<file path="src/rtl/gbs_pkg.sv">
package gbs_pkg;
  localparam int BUS_W = 8;
  localparam int SEL_W = 3;

  typedef logic [SEL_W-1:0] sel_t;
  typedef logic [BUS_W-1:0] byte_t;

  localparam sel_t SEL_XHI  = 3'd0;
  localparam sel_t SEL_XLO  = 3'd1;
  localparam sel_t SEL_WDAT = 3'd2;
  localparam sel_t SEL_CTRL = 3'd3;
  localparam sel_t SEL_TEST = 3'd4;
  localparam sel_t SEL_RDAT = 3'd5;

  localparam byte_t CB_TEST    = 8'h80;
  localparam byte_t CB_ROWPROG = 8'h84;
  localparam byte_t CB_STORE   = 8'h85;
  localparam byte_t CB_COLON   = 8'hC5;
  localparam byte_t CB_UNPROG  = 8'h81;
  localparam byte_t CB_OFF     = 8'h00;
  localparam byte_t CB_SENSE   = 8'hF0;

  typedef enum logic [4:0] {
    ST_IDLE, ST_TEST, ST_AHI, ST_ALO, ST_PROG, ST_STORE, ST_BLO, ST_BDAT,
    ST_COLON, ST_COLOFF, ST_UNPROG, ST_CLOSE, ST_RCTL, ST_RSEL, ST_ROUT,
    ST_RLO, ST_REND
  } st_t;

  typedef enum logic [1:0] {PH_GO, PH_WR, PH_TM} ph_t;
endpackage

</file>
<file path="src/rtl/gbs_bus_writer.sv">
module gbs_bus_writer
  import gbs_pkg::*;
#(
  parameter int SETUP_CYC = 1
) (
  input  logic  clk,
  input  logic  rst_n,
  input  logic  req,
  input  sel_t  req_sel,
  input  byte_t req_data,
  input  logic  req_drive,
  output sel_t  bus_sel,
  output byte_t bus_dout,
  output logic  bus_oe,
  output logic  bus_clk,
  output logic  done
);
  localparam int CW = $clog2(SETUP_CYC + 1) + 1;

  typedef enum logic [1:0] {W_IDLE, W_SET, W_HI, W_HOLD} wph_t;
  wph_t          ph;
  logic [CW-1:0] cnt;

  always_ff @(posedge clk) begin
    if (!rst_n) begin
      ph       <= W_IDLE;
      cnt      <= '0;
      bus_sel  <= SEL_XHI;
      bus_dout <= '0;
      bus_oe   <= 1'b0;
      bus_clk  <= 1'b0;
    end else begin
      case (ph)
        W_IDLE: if (req) begin
          bus_sel  <= req_sel;
          bus_dout <= req_data;
          bus_oe   <= req_drive;
          cnt      <= CW'(SETUP_CYC);
          ph       <= W_SET;
        end
        W_SET: begin
          if (cnt <= CW'(1)) begin
            bus_clk <= 1'b1;
            ph      <= W_HI;
          end else begin
            cnt <= cnt - CW'(1);
          end
        end
        W_HI: begin
          bus_clk <= 1'b0;
          ph      <= W_HOLD;
        end
        default: ph <= W_IDLE;
      endcase
    end
  end

  assign done = (ph == W_HOLD);


  clk_pulse_chk: assert property (@(posedge clk) disable iff (!rst_n)
    bus_clk |=> !bus_clk);

  setup_chk: assert property (@(posedge clk) disable iff (!rst_n)
    $rose(bus_clk) |-> ($stable(bus_sel) && $stable(bus_dout) && $stable(bus_oe)));

  hold_chk: assert property (@(posedge clk) disable iff (!rst_n)
    $fell(bus_clk) |-> ($stable(bus_sel) && $stable(bus_dout)));

  read_release_chk: assert property (@(posedge clk) disable iff (!rst_n)
    (bus_clk && bus_sel == SEL_RDAT) |-> !bus_oe);
endmodule

</file>
<file path="src/rtl/gbs_wait_timer.sv">
module gbs_wait_timer #(
  parameter int TW = 11
) (
  input  logic          clk,
  input  logic          rst_n,
  input  logic          load,
  input  logic [TW-1:0] load_val,
  output logic          busy
);
  logic [TW-1:0] cnt;

  always_ff @(posedge clk) begin
    if (!rst_n)          cnt <= '0;
    else if (load)       cnt <= load_val;
    else if (cnt != '0)  cnt <= cnt - TW'(1);
  end

  assign busy = (cnt != '0);


  load_idle_chk: assert property (@(posedge clk) disable iff (!rst_n)
    load |-> (cnt == '0));
endmodule

</file>
<file path="src/rtl/gbs_seq_ctrl.sv">
module gbs_seq_ctrl
  import gbs_pkg::*;
#(
  parameter int ROW_BYTES = 64,
  parameter int LEN_W     = 6,
  parameter int TW        = 11,
  parameter int NVS_CYC   = 250,
  parameter int PGS_CYC   = 500,
  parameter int PROG_CYC  = 1500,
  parameter int RCV_CYC   = 50,
  parameter int RD_CYC    = 3
) (
  input  logic             clk,
  input  logic             rst_n,
  input  logic             cmd_valid,
  output logic             cmd_ready,
  input  logic             cmd_write,
  input  logic [15:0]      cmd_addr,
  input  logic [LEN_W-1:0] cmd_len,
  input  logic             wdat_valid,
  output logic             wdat_ready,
  input  byte_t            wdat_data,
  output logic             rdat_valid,
  input  logic             rdat_ready,
  output byte_t            rdat_data,
  output logic             wr_req,
  output sel_t             wr_sel,
  output byte_t            wr_data,
  output logic             wr_drive,
  input  logic             wr_done,
  input  byte_t            bus_din,
  output logic             tm_load,
  output logic [TW-1:0]    tm_val,
  input  logic             tm_busy,
  output logic             busy
);
  localparam byte_t YMASK = byte_t'(ROW_BYTES - 1);

  st_t              st, nxt;
  ph_t              ph;
  logic             tmode_done, is_wr, adv, bump;
  byte_t            addr_hi, addr_lo, rd_q;
  logic [LEN_W-1:0] rem;

  always_comb begin
    wr_sel   = SEL_CTRL;
    wr_data  = CB_OFF;
    wr_drive = 1'b1;
    tm_val   = '0;
    case (st)
      ST_TEST:   begin wr_sel = SEL_TEST; wr_data = CB_TEST; end
      ST_AHI:    begin wr_sel = SEL_XHI;  wr_data = addr_hi; end
      ST_ALO:    begin wr_sel = SEL_XLO;  wr_data = addr_lo; end
      ST_PROG:   begin wr_data = CB_ROWPROG; tm_val = TW'(NVS_CYC); end
      ST_STORE:  begin wr_data = CB_STORE;   tm_val = TW'(PGS_CYC); end
      ST_BLO:    begin wr_sel = SEL_XLO;  wr_data = addr_lo; end
      ST_BDAT:   begin wr_sel = SEL_WDAT; wr_data = wdat_data; end
      ST_COLON:  begin wr_data = CB_COLON;   tm_val = TW'(PROG_CYC); end
      ST_COLOFF: wr_data = CB_STORE;
      ST_UNPROG: begin wr_data = CB_UNPROG;  tm_val = TW'(NVS_CYC); end
      ST_CLOSE:  begin wr_data = CB_OFF;     tm_val = TW'(RCV_CYC); end
      ST_RCTL:   begin wr_data = CB_SENSE;   tm_val = TW'(RD_CYC); end
      ST_RLO:    begin wr_sel = SEL_XLO; wr_data = addr_lo; tm_val = TW'(RD_CYC); end
      ST_RSEL:   begin wr_sel = SEL_RDAT; wr_drive = 1'b0; end
      default:   ;
    endcase
  end

  always_comb begin
    case (st)
      ST_TEST:   nxt = ST_AHI;
      ST_AHI:    nxt = ST_ALO;
      ST_ALO:    nxt = is_wr ? ST_PROG : ST_RCTL;
      ST_PROG:   nxt = ST_STORE;
      ST_STORE:  nxt = ST_BLO;
      ST_BLO:    nxt = ST_BDAT;
      ST_BDAT:   nxt = ST_COLON;
      ST_COLON:  nxt = ST_COLOFF;
      ST_COLOFF: nxt = (rem == '0) ? ST_UNPROG : ST_BLO;
      ST_UNPROG: nxt = ST_CLOSE;
      ST_RCTL:   nxt = ST_RSEL;
      ST_RSEL:   nxt = ST_ROUT;
      ST_ROUT:   nxt = (rem == '0) ? ST_REND : ST_RLO;
      ST_RLO:    nxt = ST_RSEL;
      default:   nxt = ST_IDLE;
    endcase
  end

  assign wr_req  = (ph == PH_GO) && (st != ST_IDLE) && (st != ST_ROUT) &&
                   ((st != ST_BDAT) || wdat_valid);
  assign tm_load = (ph == PH_WR) && wr_done && (tm_val != '0);
  assign adv     = (st == ST_ROUT) ? rdat_ready :
                   (((ph == PH_WR) && wr_done && (tm_val == '0)) ||
                    ((ph == PH_TM) && !tm_busy));
  assign bump    = ((st == ST_COLOFF) || (st == ST_ROUT)) && (rem != '0);

  always_ff @(posedge clk) begin
    if (!rst_n) begin
      st <= ST_IDLE; ph <= PH_GO; tmode_done <= 1'b0; is_wr <= 1'b0;
      addr_hi <= '0; addr_lo <= '0; rem <= '0; rd_q <= '0;
    end else if (st == ST_IDLE) begin
      if (cmd_valid) begin
        is_wr      <= cmd_write;
        addr_hi    <= cmd_addr[15:8];
        addr_lo    <= cmd_addr[7:0];
        rem        <= cmd_len;
        st         <= tmode_done ? ST_AHI : ST_TEST;
        tmode_done <= 1'b1;
        ph         <= PH_GO;
      end
    end else if (adv) begin
      st <= nxt;
      ph <= PH_GO;
      if (st == ST_RSEL) rd_q <= bus_din;
      if (bump) begin
        rem     <= rem - LEN_W'(1);
        addr_lo <= (addr_lo & ~YMASK) | ((addr_lo + byte_t'(1)) & YMASK);
      end
    end else begin
      case (ph)
        PH_GO:   if (wr_req) ph <= PH_WR;
        PH_WR:   if (tm_load) ph <= PH_TM;
        default: ;
      endcase
    end
  end

  assign cmd_ready  = (st == ST_IDLE);
  assign busy       = (st != ST_IDLE);
  assign wdat_ready = (st == ST_BDAT) && (ph == PH_GO);
  assign rdat_valid = (st == ST_ROUT);
  assign rdat_data  = rd_q;


  rdat_hold_chk: assert property (@(posedge clk) disable iff (!rst_n)
    (rdat_valid && !rdat_ready) |=> (rdat_valid && $stable(rdat_data)));

  row_keep_chk: assert property (@(posedge clk) disable iff (!rst_n)
    (busy && $past(busy)) |-> ($stable(addr_hi) && $stable(addr_lo & ~YMASK)));

  stall_quiet_chk: assert property (@(posedge clk) disable iff (!rst_n)
    (wdat_ready && !wdat_valid) |=> wdat_ready);
endmodule

</file>
<file path="src/rtl/gang_bus_sequencer.sv">
module gang_bus_sequencer
  import gbs_pkg::*;
#(
  parameter int ROW_BYTES = 64,
  parameter int SETUP_CYC = 1,
  parameter int NVS_CYC   = 250,
  parameter int PGS_CYC   = 500,
  parameter int PROG_CYC  = 1500,
  parameter int RCV_CYC   = 50,
  parameter int RD_CYC    = 3,
  parameter int LEN_W     = $clog2(ROW_BYTES)
) (
  input  logic             clk,
  input  logic             rst_n,
  input  logic             cmd_valid,
  output logic             cmd_ready,
  input  logic             cmd_write,
  input  logic [15:0]      cmd_addr,
  input  logic [LEN_W-1:0] cmd_len,
  input  logic             wdat_valid,
  output logic             wdat_ready,
  input  logic [7:0]       wdat_data,
  output logic             rdat_valid,
  input  logic             rdat_ready,
  output logic [7:0]       rdat_data,
  output logic [2:0]       bus_sel,
  output logic [7:0]       bus_dout,
  output logic             bus_oe,
  input  logic [7:0]       bus_din,
  output logic             bus_clk,
  output logic             busy
);
  localparam int M1   = (NVS_CYC > PGS_CYC) ? NVS_CYC : PGS_CYC;
  localparam int M2   = (PROG_CYC > RCV_CYC) ? PROG_CYC : RCV_CYC;
  localparam int M3   = (M1 > M2) ? M1 : M2;
  localparam int MAXW = (M3 > RD_CYC) ? M3 : RD_CYC;
  localparam int TW   = $clog2(MAXW + 1);

  logic          wr_req, wr_drive, wr_done, tm_load, tm_busy;
  sel_t          wr_sel;
  byte_t         wr_data;
  logic [TW-1:0] tm_val;

  gbs_seq_ctrl #(
    .ROW_BYTES(ROW_BYTES), .LEN_W(LEN_W), .TW(TW), .NVS_CYC(NVS_CYC),
    .PGS_CYC(PGS_CYC), .PROG_CYC(PROG_CYC), .RCV_CYC(RCV_CYC), .RD_CYC(RD_CYC)
  ) u_ctrl (
    .clk, .rst_n, .cmd_valid, .cmd_ready, .cmd_write, .cmd_addr, .cmd_len,
    .wdat_valid, .wdat_ready, .wdat_data, .rdat_valid, .rdat_ready, .rdat_data,
    .wr_req, .wr_sel, .wr_data, .wr_drive, .wr_done, .bus_din,
    .tm_load, .tm_val, .tm_busy, .busy
  );

  gbs_bus_writer #(.SETUP_CYC(SETUP_CYC)) u_writer (
    .clk, .rst_n, .req(wr_req), .req_sel(wr_sel), .req_data(wr_data),
    .req_drive(wr_drive), .bus_sel, .bus_dout, .bus_oe, .bus_clk, .done(wr_done)
  );

  gbs_wait_timer #(.TW(TW)) u_timer (
    .clk, .rst_n, .load(tm_load), .load_val(tm_val), .busy(tm_busy)
  );


  ready_quiet_chk: assert property (@(posedge clk) disable iff (!rst_n)
    cmd_ready |-> !bus_clk);
endmodule

</file>
<file path="config.mk">
export PLATFORM = sky130hd
export DESIGN_NAME = gang_bus_sequencer
export DESIGN_NICKNAME = d
export VERILOG_FILES = /design/src/rtl/gbs_pkg.sv /design/src/rtl/gbs_bus_writer.sv /design/src/rtl/gbs_wait_timer.sv /design/src/rtl/gbs_seq_ctrl.sv /design/src/rtl/gang_bus_sequencer.sv
export SDC_FILE = /design/constraint.sdc
export NUM_CORES = 1
export LEC_CHECK = 0
export ABC_AREA = 1
export BUFFER_PORTS_ARGS = -buffer_cell sky130_fd_sc_hd__buf_2
export CORE_AREA = 2 2 105 77
export DETAILED_ROUTE_END_ITERATION = 10
export DIE_AREA = 0 0 107 79
export PLACE_DENSITY = 0.74
export SETUP_SLACK_MARGIN = 0.15
export SLEW_MARGIN = 40
export SYNTH_ARGS = -nofsm -noshare
export SYNTH_HDL_FRONTEND = slang
export SYNTH_SLANG_ARGS = --single-unit
</file>
<file path="constraint.sdc">
create_clock -name clk -period 1.78 [get_ports clk]
set_clock_uncertainty 0.15 [all_clocks]
set_input_delay 0.089 -clock clk [delete_from_list [all_inputs] [get_ports clk]]
set_output_delay 0.089 -clock clk [all_outputs]
set_load 0.03 [all_outputs]
</file>
=== Word level (Yosys, flattened, before mapping) ===
Index checks and enable logic that the tools add are counted.

* Flip-flop bits (word level): 67
* Bits in latches: 0
* Bits in writable memories: 0
* Bits in read-only memories: 0
* Bits of input ports: 44
* Output and inout port bits: 25
* Word-level logic and storage cells: 126
* Memories kept: 0

* $add $sub $neg: 4
* $mul: 0
* Divide/modulo/power cells: 0
* Magnitude comparators: 1
* Eq/ne operators: 28
* Shift operators: 0
* Multiplexer cells: 35
* Bitwise logic cells: 2
* Reductions and logical operators: 41

{| class="wikitable"
|+ Operator list
! operator !! number
|-
| 8-bit case mux with 9 select lines || 1
|-
| 5-bit case mux with 13 select lines || 1
|-
| 11-bit case mux with 5 select lines || 1
|-
| 5-bit by 4-bit == test with 1-bit output (second input constant) || 8
|-
| 8-bit two-way mux || 4
|-
| 6-bit two-way mux || 4
|-
| 11-bit two-way mux || 2
|-
| 11-bit nonzero test || 2
|-
| 5-bit by 3-bit == test with 1-bit output (second input constant) || 4
|-
| 5-bit two-way mux || 4
|-
| 2-bit two-way mux || 8
|-
| 3-bit case mux with 5 select lines || 1
|-
| 11-bit zero test || 1
|-
| 11-bit by 1-bit subtractor with 11-bit output (second input constant) || 1
|-
| 5-bit by 2-bit == test with 1-bit output (second input constant) || 2
|-
| 2-bit AND reduction || 5
|-
| 2-bit nonzero test || 5
|-
| 1-bit logical AND || 9
|-
| 3-bit AND reduction || 3
|-
| 4-bit two-way mux || 2
|-
| 8-bit by 6-bit bitwise OR with 8-bit output || 1
|-
| 2-bit case mux with 2 select lines || 2
|-
| 6-bit by 1-bit adder with 6-bit output (second input constant) || 1
|-
| 2-bit == test (second input constant) || 3
|-
| 26 further kinds || 36
|}

=== Depth between registers and ports, before layout ===
* Depth after elaboration: 9
* Mapped depth: 15
* Depth with buffers taken out: 14

=== By module ===
Synthesis repeated with hierarchy kept, for this count alone.

* Cell total of the unflattened synthesis: 602
* Area, all modules: 3997.6 sq um

{| class="wikitable"
|+ By module, submodules not included
! module !! instances !! cells an instance !! area each (sq um) !! seq. area each (sq um)
|-
| gbs_seq_ctrl || 1 || 384 || 2459.9 || 780.7
|-
| gbs_bus_writer || 1 || 106 || 770.7 || 340.3
|-
| gbs_wait_timer || 1 || 112 || 767.0 || 220.2
|}

=== Least setup slack after synthesis ===
Ideal clock, no wire load.

* Kind: reg2reg
* From: register u_ctrl.st[3]
* To: register u_ctrl.rem[1]
* Library setup time: 113 ps
* Data arrival time: 1702 ps
* Data required time: 1517 ps
* Path slack: -185 ps
* Stages on the path, launching flop included: 14
* Buffers on the path: 1
* Period minus slack after synthesis: 1965 ps
* Cell sequence: dfxtp_1 inv_2 nor2_1 nand2_1 nor2_4 inv_2 or2_1 nand2_4 o21ai_4 nand2_4 buf_6 nand2_1 nand2_1 nor2_1

* Elaborated cells between the ends (all ways): 24
* Classes of those cells: 10 x eq/ne; 3 x mux; 11 x reduce/logical

{| class="wikitable"
|+ RTL lines
! what !! RTL line !! RTL
|-
| start: declaration || gbs_seq_ctrl.sv:39 || <nowiki>st_t st, nxt;</nowiki>
|-
| start signal: assignment || gbs_seq_ctrl.sv:107 || <nowiki>st <= tmode_done ? ST_AHI : ST_TEST;</nowiki>
|-
| start signal: assignment || gbs_seq_ctrl.sv:112 || <nowiki>st <= nxt;</nowiki>
|-
| 5-bit by 4-bit == test with 1-bit output (*) || - ||
|-
| net rdat_valid || gang_bus_sequencer.sv:23 || <nowiki>output logic rdat_valid,</nowiki>
|-
| 1-bit logical OR || gbs_seq_ctrl.sv:95 || <nowiki>assign bump = ((st == ST_COLOFF) || (st == ST_ROUT)) && (rem != '0);</nowiki>
|-
| 1-bit logical AND || gbs_seq_ctrl.sv:95 ||
|-
| 2-bit nonzero test (no source line) || - ||
|-
| 3-bit AND reduction (no source line) (*) || - ||
|-
| end signal: assignment || gbs_seq_ctrl.sv:106 || <nowiki>rem <= cmd_len;</nowiki>
|-
| end signal: assignment || gbs_seq_ctrl.sv:116 || <nowiki>rem <= rem - LEN_W'(1);</nowiki>
|-
| end: declaration || gbs_seq_ctrl.sv:43 || <nowiki>logic [LEN_W-1:0] rem;</nowiki>
|}

The timed path passes the listed nets; every way through them passes the cells marked *.
A chain may end at the register's enable or synchronous reset.

=== Worst setup path in the final report ===
* From: register u_timer.cnt[2]
* To: register u_ctrl.st[0]

* Cells in the longest elaborated chain, start to end: 7

{| class="wikitable"
|+ Ends and longest elaborated chain
! what !! RTL line !! RTL
|-
| start: declaration || gbs_wait_timer.sv:10 || <nowiki>logic [TW-1:0] cnt;</nowiki>
|-
| start signal: assignment || gbs_wait_timer.sv:14 || <nowiki>else if (load) cnt <= load_val;</nowiki>
|-
| start signal: assignment || gbs_wait_timer.sv:15 || <nowiki>else if (cnt != '0) cnt <= cnt - TW'(1);</nowiki>
|-
| 11-bit nonzero test || gbs_wait_timer.sv:18 || <nowiki>assign busy = (cnt != '0);</nowiki>
|-
| 1-bit zero test || gbs_seq_ctrl.sv:94 || <nowiki>((ph == PH_TM) && !tm_busy));</nowiki>
|-
| 1-bit logical AND || gbs_seq_ctrl.sv:94 ||
|-
| 1-bit logical OR || gbs_seq_ctrl.sv:93 || <nowiki>(((ph == PH_WR) && wr_done && (tm_val == '0)) ||</nowiki>
|-
| 1-bit two-way mux || gbs_seq_ctrl.sv:92 || <nowiki>assign adv = (st == ST_ROUT) ? rdat_ready :</nowiki>
|-
| 2-bit nonzero test (no source line) || - ||
|-
| 2-bit AND reduction (no source line) || - ||
|}

Every way passes these cells.

==> qor.yml <==
run_status:
  outcome: "finished with violations"
  failing_checks: "negative setup slack"
place:
  port_buffers: 68
  place.detailed.instances: 787
  placer_s_final_routability_congestion_estimate: 0.9466
  hpwl_mm: 8.197
sta:
  timing.max_slew.rel_slack_pct: 58.91
  timing.final.crit_share_pct: 124.8
  min_period_ns: 2.222
  final-hold-violation-count: 0
  total_setup_violations_reported_at_the_end_of_the_flow: 66
  maxClockFrequency_ghz: 0.4501
  worst_slack_ns: -0.4419
  worst_pin_slew_ns: 0.6154
  rsz0062_at_grt: "true"
  slew_viol_final: 0
  hold-worst-slack_ns: 0.004495
clock_tree:
  worst_setup_hold_path_clk_slew_ns: 0.09
  cts_buffers: 9
  clk_latency_ns: 0.37
  root_buffer_master: "sky130_fd_sc_hd__clkbuf_8"
  tritoncts_clock_tree: "yes"
  max-clock-path-buffers: 2
  clock_sinks: 67
  htree_levels: 3
worst_setup_path:
  timing.critical_path.required_ns: 1.85
  worstReg2RegStart: "u_timer.cnt[2]$_SDFFE_PN0P_"
  worst_ep_arrival_time_ns: 2.29
  reg2reg_to: "u_ctrl.st[0]$_SDFFE_PN0P_"
  timing.reg2reg.setup_slack_ns: -0.44
  timing.critical_path.to_type: "register"
  cp_max_fo: 5
  critPathKind: "reg -> reg"
  start_kind: "register"
  timing.reg2reg.worst_path_depth: 14
cells_and_area:
  nets: 811
  n_fill_cell: 386
  final_cells: 864
  final_layout_size_suffix_gt1_share_pct: 40.89
  antennaDiodeCount: 0
  areaGrowthSynthToFinish_pct: 66.84
power:
  cellPowerDensity_mw_per_mm2: 1530
  worst_ir_drop_on_vdd_v: 0.0008301
  lkg_pwr_nw: 2.856
min_path:
  hold_depth: 5
  worstHoldEndpoint: "u_writer.bus_dout[6]$_SDFFE_PN0P_"
  min-delay-start: "wdat_data[6]"
  worst_hold_path_type: "in -> reg"
synth:
  post-synth-top-area-fraction_pct: 37.07
  synth_seq_area_share_pct: 37.07
  asyncSetResetFlopFracSynth_pct: 0
  post_synth_instance_area_sq_mm: 0.003618
  ys_seq_elements: 67
  yosys-top-cells-area: "sky130_fd_sc_hd__dfxtp_1 37%, sky130_fd_sc_hd__nand2_1 12%, sky130_fd_sc_hd__nor2_1 7.8%"
  mapped_cells: 541
  netlist_cell_types: 40
  synth_edf_count: 0
  synth_largest_area_cell: "sky130_fd_sc_hd__dfxtp_1"
  ys_dominant_reg_cell: "sky130_fd_sc_hd__dfxtp_1"
  mean_area_per_synthesized_cell_sq_um: 6.688
  yosysWarningCount: 0
  syn-num-nets: 594
global_routing:
  sum_of_overflow_across_all_layers_after_global_routing: 0
  grt_first_pass_wirelength_mm: 22.62
  initial_antenna_violation_count: 0
  groute.usage.overall_pct: 33.94
  grt_start_max_net_pins: 29
  first_global_vias: 4769
die:
  row_count: 27
  die_h_microns: 79
  floorplan.core_area_sq_mm: 0.007533
  horiz_die_dim_microns: 107
  boundaryPins: 69
  floorplan.die_area_sq_mm: 0.008453
  start_util_pct: 48.03
drt:
  postRouteAntennaNets: 0
  detail_route.wl_per_cell_microns: 20.16
  drtIter0Drc: 603
  route.detailed.drc: 0
  totalWireLength_mm: 17.42
  drt-vias-per-instance: 6.071
  drt_first_pass_iters: 6
  routed-via-count: 5245
run:
  max_cap_viol_count: 0
[worst max-delay path, cell delays in order, from the launching register on]
cell                      delay [ns]
sky130_fd_sc_hd__dfxtp_1        0.36
sky130_fd_sc_hd__nor2_2         0.24
sky130_fd_sc_hd__nand2_4        0.08
sky130_fd_sc_hd__nor2_4         0.11
sky130_fd_sc_hd__nand4_1        0.14
sky130_fd_sc_hd__nand2_2        0.10
sky130_fd_sc_hd__inv_2          0.04
sky130_fd_sc_hd__nand2_2        0.07
sky130_fd_sc_hd__nand2_4        0.08
sky130_fd_sc_hd__o21ai_4        0.23
sky130_fd_sc_hd__buf_6          0.13
sky130_fd_sc_hd__buf_6          0.11
sky130_fd_sc_hd__nand2_2        0.04
sky130_fd_sc_hd__o21ai_1        0.10
sky130_fd_sc_hd__nor2_1         0.08
[timing repair]
item,CTS,global route
pin swaps,10,30
endpoints found under the hold margin,39,0
cloned,3,2
gates resized for setup,52,101
hold buffers,35,0
setup endpoints to repair,70,70
buffers inserted,12,9
[registers in the layout, indices dropped and copies added, names as in the netlist]
register and flops:
u_timer.cnt 11, u_ctrl.addr_hi 8, u_ctrl.addr_lo 8, u_ctrl.rdat_data 8, u_writer.bus_dout 8, u_ctrl.rem 6, u_ctrl.st 5, u_writer.bus_sel 3
u_ctrl.ph 2, u_writer.cnt 2, u_writer.ph 2, u_ctrl.is_wr 1, u_ctrl.tmode_done 1, u_writer.bus_clk 1, u_writer.bus_oe 1
[final cells by class]
class,count,area (sq um),area share (%)
Clock buffer,9,123.9,2.052
Clock inverter,7,81.33,1.347
Inverter,71,295.3,4.891
Multi-Input combinational cell,391,2350,38.92
Sequential cell,67,1358,22.49
Tap cell,101,126.4,2.093
Timing Repair Buffer,218,1703,28.21
[Yosys cell counts (3+ instances only)]
cell type	number
sky130_fd_sc_hd__nand2_1	120
sky130_fd_sc_hd__nor2_1	75
sky130_fd_sc_hd__dfxtp_1	67
sky130_fd_sc_hd__inv_1	59
sky130_fd_sc_hd__a21oi_1	56
sky130_fd_sc_hd__o21ai_0	35
sky130_fd_sc_hd__nand3_1	33
sky130_fd_sc_hd__inv_2	10
sky130_fd_sc_hd__ha_1	9
sky130_fd_sc_hd__clkbuf_1	7
sky130_fd_sc_hd__xor2_1	7
sky130_fd_sc_hd__nand4_1	5
sky130_fd_sc_hd__nor3_1	5
sky130_fd_sc_hd__a211oi_1	4
sky130_fd_sc_hd__buf_2	4
sky130_fd_sc_hd__nor4_1	4
sky130_fd_sc_hd__o2111ai_1	4
sky130_fd_sc_hd__a31oi_1	3
sky130_fd_sc_hd__nand2_2	3
sky130_fd_sc_hd__o211ai_1	3
[through the flow]
stage | setup WS, ns | power (mW) | TNS [ns] | area (sq um) | utilization [%]
after floorplan | -0.1081 | 4.363 | -1.203 | 3651 | -
after global placement | -0.1309 | 5.727 | -3.302 | 4737 | 62.88
after detailed placement | -0.2510 | 5.854 | -8.096 | 4737 | 62.88
after CTS | -0.2163 | 7.776 | -6.819 | 5573 | 73.97
after global routing | -0.5246 | 9.507 | -17.83 | 6037 | 80.14
final | -0.4419 | 9.236 | -14.55 | 6037 | 80.14
[cell usage in the layout, fill, tap and decap left out, types with 22 or more instances in the layout]
cell type / netlist / routed
sky130_fd_sc_hd__a21oi_1: 56 / 49
sky130_fd_sc_hd__nand3_1: 33 / 27
sky130_fd_sc_hd__buf_4: 0 / 98
sky130_fd_sc_hd__dlygate4sd3_1: 0 / 35
sky130_fd_sc_hd__dfxtp_1: 67 / 60
sky130_fd_sc_hd__nand2_1: 120 / 102
sky130_fd_sc_hd__buf_2: 4 / 65
sky130_fd_sc_hd__inv_1: 59 / 47
sky130_fd_sc_hd__o21ai_0: 35 / 22
sky130_fd_sc_hd__nor2_1: 75 / 53
[worst max path at each step]
| stage | from | to | slack [ns] | cells past startpoint |
|---|---|---|---|---|
| floorplan | u_ctrl.st[3]$_SDFFE_PN0P_ | u_ctrl.addr_lo[3]$_SDFFE_PN0P_ | -0.11 | 14 |
| global placement | u_timer.cnt[0]$_SDFFE_PN0P_ | u_ctrl.ph[0]$_SDFFE_PN0P_ | -0.13 | 15 |
| detailed placement | u_ctrl.st[3]$_SDFFE_PN0P_ | u_ctrl.ph[0]$_SDFFE_PN0P_ | -0.25 | 14 |
| CTS | u_timer.cnt[0]$_SDFFE_PN0P_ | u_ctrl.st[0]$_SDFFE_PN0P_ | -0.22 | 15 |
| global route | u_ctrl.st[3]$_SDFFE_PN0P_ | u_ctrl.st[3]$_SDFFE_PN0P_ | -0.52 | 12 |
| finish | u_timer.cnt[2]$_SDFFE_PN0P_ | u_ctrl.st[0]$_SDFFE_PN0P_ | -0.44 | 14 |
[power by group]
group | total (mW) | switching, mW | leakage [nW] | internal [mW]
sequential | 2.20 | 0.328 | 0.552 | 1.87
combinational | 5.64 | 3.26 | 2.20 | 2.38
clock | 1.40 | 0.723 | 0.107 | 0.672
total | 9.24 | 4.31 | 2.86 | 4.92
[routing by layer]
| metal | vias to the layer above | GRT usage, % | routed length (microns) |
|---|---|---|---|
| met5 | - | 0 | 0 |
| met4 | 0 | 10.26 | 1199 |
| met3 | 147 | 8.128 | 2025 |
| met2 | 498 | 59.75 | 8014 |
| met1 | 2396 | 41.25 | 6176 |
| li1 | 2204 | - | - |
[cells by family after synthesis]
kind of cell / synth area share [%]
adders and majority gates: 3.112
DFF: 37.07
AOI/OAI and AO/OA: 18.40
xor gates and xnor gates: 2.179
buffers and inverters: 9.371
and+or+nand+nor: 29.88
Power figures use the tool's default switching activity.
